--- config.mk ---
export PLATFORM = sky130hd
export DESIGN_NAME = cal_divider
export DESIGN_NICKNAME = d
export VERILOG_FILES = /design/src/rtl/cal_div_pkg.sv /design/src/rtl/cal_div_ctrl.sv /design/src/rtl/cal_div_datapath.sv /design/src/rtl/cal_divider.sv
export SDC_FILE = /design/constraint.sdc
export NUM_CORES = 1
export LEC_CHECK = 0
export BUFFER_PORTS_ARGS = -buffer_cell sky130_fd_sc_hd__buf_2
export CAP_MARGIN = 40
export CORE_MARGIN = 2
export CORE_UTILIZATION = 50
export DETAILED_ROUTE_END_ITERATION = 12
export GPL_ROUTABILITY_DRIVEN = 0
export PLACE_DENSITY_LB_ADDON = 0.2
export SLEW_MARGIN = 20
export SYNTH_ARGS = -nofsm -noshare
export SYNTH_HDL_FRONTEND = slang
export SYNTH_SLANG_ARGS = --single-unit
--- constraint.sdc ---
create_clock -name clk -period 2.65 [get_ports clk]
set_input_delay 0.53 -clock clk [delete_from_list [all_inputs] [get_ports clk]]
set_output_delay 0.53 -clock clk [all_outputs]
set_load 0.005 [all_outputs]
--- src/rtl/cal_div_pkg.sv ---
package cal_div_pkg;
  // Strobes from control to datapath
  typedef struct packed {
    logic holdZero;  // stop: clear every counter
    logic endSec;    // last enable of the current second
  } divStrobe_t;
endpackage

--- src/rtl/cal_div_ctrl.sv ---
module cal_div_ctrl
  import cal_div_pkg::*;
#(
  parameter int OSC_HZ        = 32768,
  parameter int SEC_PER_MIN   = 60,
  parameter int MIN_PER_CYCLE = 64,
  parameter int POS_ADJ       = 256,
  parameter int NEG_ADJ       = 128,
  parameter int CAL_W         = 5,
  localparam int CNT_W        = $clog2(OSC_HZ + NEG_ADJ),
  localparam int SEC_W        = $clog2(SEC_PER_MIN),
  localparam int MIN_W        = $clog2(MIN_PER_CYCLE)
) (
  input  logic             clk,
  input  logic             rstN,
  input  logic             oscTick,
  input  logic             stopBit,
  input  logic [CAL_W-1:0] calMag,
  input  logic             calSign,
  input  logic [CNT_W-1:0] oscCount,
  output divStrobe_t       ctl
);
  localparam logic [CNT_W-1:0] NOM_LAST   = CNT_W'(OSC_HZ - 1);
  localparam logic [CNT_W-1:0] SHORT_LAST = CNT_W'(OSC_HZ - POS_ADJ - 1);
  localparam logic [CNT_W-1:0] LONG_LAST  = CNT_W'(OSC_HZ + NEG_ADJ - 1);

  logic [SEC_W-1:0] secIdx;
  logic [MIN_W-1:0] minIdx;
  logic             modSecond;
  logic [CNT_W-1:0] lastCount;

  always_comb begin
    modSecond  = (secIdx == '0) && (32'(minIdx) < 32'({calMag, 1'b0}));
    lastCount  = modSecond ? (calSign ? SHORT_LAST : LONG_LAST) : NOM_LAST;
    ctl.holdZero = stopBit;
    ctl.endSec   = oscTick && !stopBit && (oscCount == lastCount);
  end

  always_ff @(posedge clk) begin
    if (!rstN || stopBit) begin
      secIdx <= '0;
      minIdx <= '0;
    end else if (ctl.endSec) begin
      if (32'(secIdx) == SEC_PER_MIN - 1) begin
        secIdx <= '0;
        minIdx <= (32'(minIdx) == MIN_PER_CYCLE - 1) ? '0 : minIdx + 1'b1;
      end else begin
        secIdx <= secIdx + 1'b1;
      end
    end
  end


  count_in_range_chk: assert property (@(posedge clk) disable iff (!rstN)
    oscCount <= LONG_LAST);

  index_in_range_chk: assert property (@(posedge clk) disable iff (!rstN)
    (32'(secIdx) < SEC_PER_MIN) && (32'(minIdx) < MIN_PER_CYCLE));

  stop_restart_chk: assert property (@(posedge clk) disable iff (!rstN)
    stopBit |=> (secIdx == '0) && (minIdx == '0) && (oscCount == '0));
endmodule

--- src/rtl/cal_div_datapath.sv ---
module cal_div_datapath
  import cal_div_pkg::*;
#(
  parameter int OSC_HZ  = 32768,
  parameter int NEG_ADJ = 128,
  localparam int CNT_W     = $clog2(OSC_HZ + NEG_ADJ),
  localparam int TEST_HALF = OSC_HZ / 1024,
  localparam int TEST_W    = $clog2(TEST_HALF) + 1
) (
  input  logic             clk,
  input  logic             rstN,
  input  logic             oscTick,
  input  logic             ftEnable,
  input  divStrobe_t       ctl,
  output logic [CNT_W-1:0] oscCount,
  output logic             secTick,
  output logic             testWave
);
  logic [TEST_W-1:0] testDiv;
  logic              waveReg;

  always_ff @(posedge clk) begin
    if (!rstN || ctl.holdZero) begin
      oscCount <= '0;
      secTick  <= 1'b0;
    end else begin
      secTick <= ctl.endSec;
      if (ctl.endSec)   oscCount <= '0;
      else if (oscTick) oscCount <= oscCount + 1'b1;
    end
  end

  // free-running test divider, blind to calibration
  always_ff @(posedge clk) begin
    if (!rstN || ctl.holdZero) begin
      testDiv <= '0;
      waveReg <= 1'b0;
    end else if (oscTick) begin
      if (32'(testDiv) == TEST_HALF - 1) begin
        testDiv <= '0;
        waveReg <= ~waveReg;
      end else begin
        testDiv <= testDiv + 1'b1;
      end
    end
  end

  assign testWave = waveReg & ftEnable & ~ctl.holdZero;


  single_pulse_chk: assert property (@(posedge clk) disable iff (!rstN)
    secTick |=> !secTick);

  wave_needs_tick_chk: assert property (@(posedge clk) disable iff (!rstN)
    (!oscTick && !ctl.holdZero) |=> $stable(waveReg));

  stop_quiet_chk: assert property (@(posedge clk) disable iff (!rstN)
    ctl.holdZero |=> !secTick && !waveReg);
endmodule

--- src/rtl/cal_divider.sv ---
module cal_divider
  import cal_div_pkg::*;
#(
  parameter int OSC_HZ        = 32768,
  parameter int SEC_PER_MIN   = 60,
  parameter int MIN_PER_CYCLE = 64,
  parameter int POS_ADJ       = 256,
  parameter int NEG_ADJ       = 128,
  parameter int CAL_W         = 5,
  localparam int CNT_W        = $clog2(OSC_HZ + NEG_ADJ)
) (
  input  logic             clk,
  input  logic             rstN,
  input  logic             oscTick,
  input  logic [CAL_W-1:0] calMag,
  input  logic             calSign,
  input  logic             stopBit,
  input  logic             ftEnable,
  output logic             secTick,
  output logic             testWave
);
  divStrobe_t       ctl;
  logic [CNT_W-1:0] oscCount;

  cal_div_ctrl #(
    .OSC_HZ(OSC_HZ), .SEC_PER_MIN(SEC_PER_MIN), .MIN_PER_CYCLE(MIN_PER_CYCLE),
    .POS_ADJ(POS_ADJ), .NEG_ADJ(NEG_ADJ), .CAL_W(CAL_W)
  ) u_ctrl (
    .clk(clk), .rstN(rstN), .oscTick(oscTick), .stopBit(stopBit),
    .calMag(calMag), .calSign(calSign), .oscCount(oscCount), .ctl(ctl)
  );

  cal_div_datapath #(
    .OSC_HZ(OSC_HZ), .NEG_ADJ(NEG_ADJ)
  ) u_dp (
    .clk(clk), .rstN(rstN), .oscTick(oscTick), .ftEnable(ftEnable),
    .ctl(ctl), .oscCount(oscCount), .secTick(secTick), .testWave(testWave)
  );


  reset_quiet_chk: assert property (@(posedge clk)
    !rstN |=> !secTick && !testWave);
endmodule

==> flow_summary.yaml <==
outcome:
  status: "finished clean"
yosys:
  synth.top_cell.area_share_pct: 39.67
  syn_nets: 235
  syn_area_mm2: 0.001817
  synthCells: 215
  ys_top_cells_by_area: "dfxtp_1 40%, nor2_1 6.6%, ha_1 6.2%, xor2_1 5.3%, nand2_1 3.9%"
  synth_cell_type_count: 39
  synth_seq_area_share_pct: 39.67
  synth-edff-count: 0
  async_flop_share_pct: 0
  synth_ff_type: "dfxtp_1"
  yosys_warnings: 0
  ys_ff_latch: 36
  yosysTopAreaCell: "dfxtp_1"
  avgSynthCellArea_um2: 8.450
hold_path:
  hp-class: "reg2reg"
  hold_depth: 2
floorplanning:
  die_w_um: 64.28
  num_rows: 21
  die_y_um: 64.28
  core_region_area_mm2: 0.003416
  die_area_mm2: 0.004132
  ios: 13
  initial_core_util_pct: 53.19
timing:
  min_period_over_period_pct: 86.17
  finalMaxSlewViolations: 0
  layout_min_cycle_time_ns: 2.284
  clock.fmax_mhz: 437.9
  tightest_slew_ns: 0.7770
  rsz0062_at_grt: "false"
  finalHoldViolCount: 0
  setup_viol: 0
  setup_tns_ns: 0
  clock_skew_ns: 0.01084
  slew_headroom_pct: 47.97
  whs_ns: 0.4948
clock_network:
  clkLatencyLatePin_ns: 0.34
  cts_tree: "done"
  clkSinkCount: 36
  cts-root-buf: "clkbuf_4"
  cts.repair.resized: 0
  clockBufferDepth: 2
  holdBufCountCts: 0
  htreeDepth: 2
  cts_buffers: 5
  post_cts_buffers: 0
  cts.reportedPaths.clkPinSlew_ns: 0.11
setup_path:
  rr_worst_depth: 8
  max_stage_delay_ns: 0.49
  crit_slowest_cell: "or4b_1"
  end_kind: "flop"
  cp.arrival_ns: 2.53
  worstSetupStartpointType: "flop"
  path_max_fanout: 5
  worstPathRequired_ns: 2.90
  crit_chain: "ha_1, a21oi_1, o21ai_0, a31oi_2, mux2i_2, buf_4, or4b_1, a31o_1"
  path_class: "reg2reg"
drt:
  via_per_inst: 5.406
  ant_nets: 0
  first_pass_iters: 4
  vias: 1530
  drc: 0
  initialDrtViolationCount: 94
  drt-wirelength-per-cell_um: 11.62
  drt_wl_total_mm: 3.289
cells_and_area:
  area_growth_pct: 12.47
  final_common_cell: "dfxtp_1"
  final_cell_mix: "36 x dfxtp_1, 32 x nor2_1, 19 x nand2_1"
  nNetsFinal: 256
  antennaDiodeCount: 0
  final_layout_size_suffix_gt1_share_pct: 13.50
flow_run:
  maxCapViolCount: 0
power:
  leakagePower_nw: 0.7274
  powerDensity_mw_per_mm2: 475.6
  power_w: 0.0009717
  max-vdd-ir-drop_mv: 0.2932
global_routing:
  antenna_found_initial: 0
  first_global_vias: 1299
  grt_max_degree: 13
  track_usage_pct: 17.65
  overflow: 0
  grt_first_pass_wirelength_mm: 5.671
placement:
  io_buffer_count: 12
  dp_hpwl_mm: 2.389
-- synth_stat cells (2+ instances only) --
cell,number
a21oi_1,9
nor4b_1,2
nor3_1,3
or3_1,6
xnor2_1,8
nand2b_1,3
mux2i_1,4
dfxtp_1,36
or4_1,2
nor4_1,2
nand3_1,10
inv_1,10
ha_1,9
o211ai_1,3
nor2b_1,4
nand4_1,9
nand2_1,19
clkbuf_1,4
xor2_1,11
o21ai_0,11
nor2_1,32
-- metrics by stage --
| step | setup WS (ns) | instances | utilization (%) | instance area, µm² |
|---|---|---|---|---|
| 2_1_floorplan | 0.3986 | 215 | - | 1817 |
| 3_3_place_gp | -0.01133 | 274 | 57.36 | 1959 |
| 3_5_place_dp | 0.05966 | 275 | 57.58 | 1967 |
| 4_1_cts | 0.3472 | 283 | 59.82 | 2043 |
| 5_1_grt | 0.1700 | 283 | 59.82 | 2043 |
| 6_report | 0.3664 | 283 | 59.82 | 2043 |
-- state kept, by name, indices dropped and copies added (netlist names) --
| register | flops |
|---|---|
| u_dp.secTick | 1 |
| u_ctrl.secIdx | 6 |
| u_ctrl.minIdx | 6 |
| u_dp.waveReg | 1 |
| u_dp.oscCount | 16 |
| u_dp.testDiv | 6 |
-- critical path: cells and delay by family, from the launching register on --
kind                       cells  cell delay (ns)
AOI/OAI and AO/OA              4             0.74
adders and majority gates      1             0.27
and+or+nand+nor                1             0.49
DFF                            1             0.41
muxes                          1             0.12
buffers and inverters          1             0.17
-- final timing paths --
kind,slack [ns],from,endpoint
setup reg to reg,0.37,u_ctrl.minIdx[3]$_SDFFE_PP0P_,u_ctrl.secIdx[4]$_SDFFE_PP0P_
hold reg to reg,0.49,u_ctrl.minIdx[0]$_SDFFE_PP0P_,u_ctrl.minIdx[0]$_SDFFE_PP0P_
hold / removal,0.49,u_ctrl.minIdx[0]$_SDFFE_PP0P_,u_ctrl.minIdx[0]$_SDFFE_PP0P_
setup / recovery,0.37,u_ctrl.minIdx[3]$_SDFFE_PP0P_,u_ctrl.secIdx[4]$_SDFFE_PP0P_
-- report_power, final --
part | switching, W | leakage (nW) | internal (W) | total, W
combinational | 0.0000231 | 0.395 | 0.0000182 | 0.0000413
clock | 0.000187 | 0.0422 | 0.000198 | 0.000385
sequential | 0.00000219 | 0.290 | 0.000543 | 0.000545
total | 0.000213 | 0.727 | 0.000759 | 0.000972
-- logic make-up (layout without fill, tap and decap cells) --
kind of cell | after synthesis | in the layout | share of synthesized area, %
xor gates and xnor gates | 19 | 19 | 9.160
DFF | 36 | 36 | 39.67
muxes | 5 | 5 | 2.961
AOI/OAI and AO/OA | 31 | 31 | 10.61
and+or+nand+nor | 99 | 99 | 27.82
adders and majority gates | 9 | 9 | 6.198
buffers and inverters | 16 | 38 | 3.581
-- metal layers --
metal | vias up | part of all wire, % | GRT usage, %
met4 | 0 | 1.3 | 6.383
met1 | 694 | 50 | 23.00
met5 | - | 0 | 0
met3 | 5 | 4.8 | 5.810
li1 | 793 | - | -
met2 | 38 | 44 | 27.21
-- cell type report --
class | count | area [µm²]
Multi-Input combinational cell | 163 | 1031
Tap cell | 46 | 57.56
Clock inverter | 2 | 35.03
Clock buffer | 6 | 41.29
Inverter | 10 | 37.54
Sequential cell | 36 | 720.7
Fill cell | 321 | 1373
Timing Repair Buffer | 20 | 120.1
No activity file was read; power rests on OpenSTA's default activity.
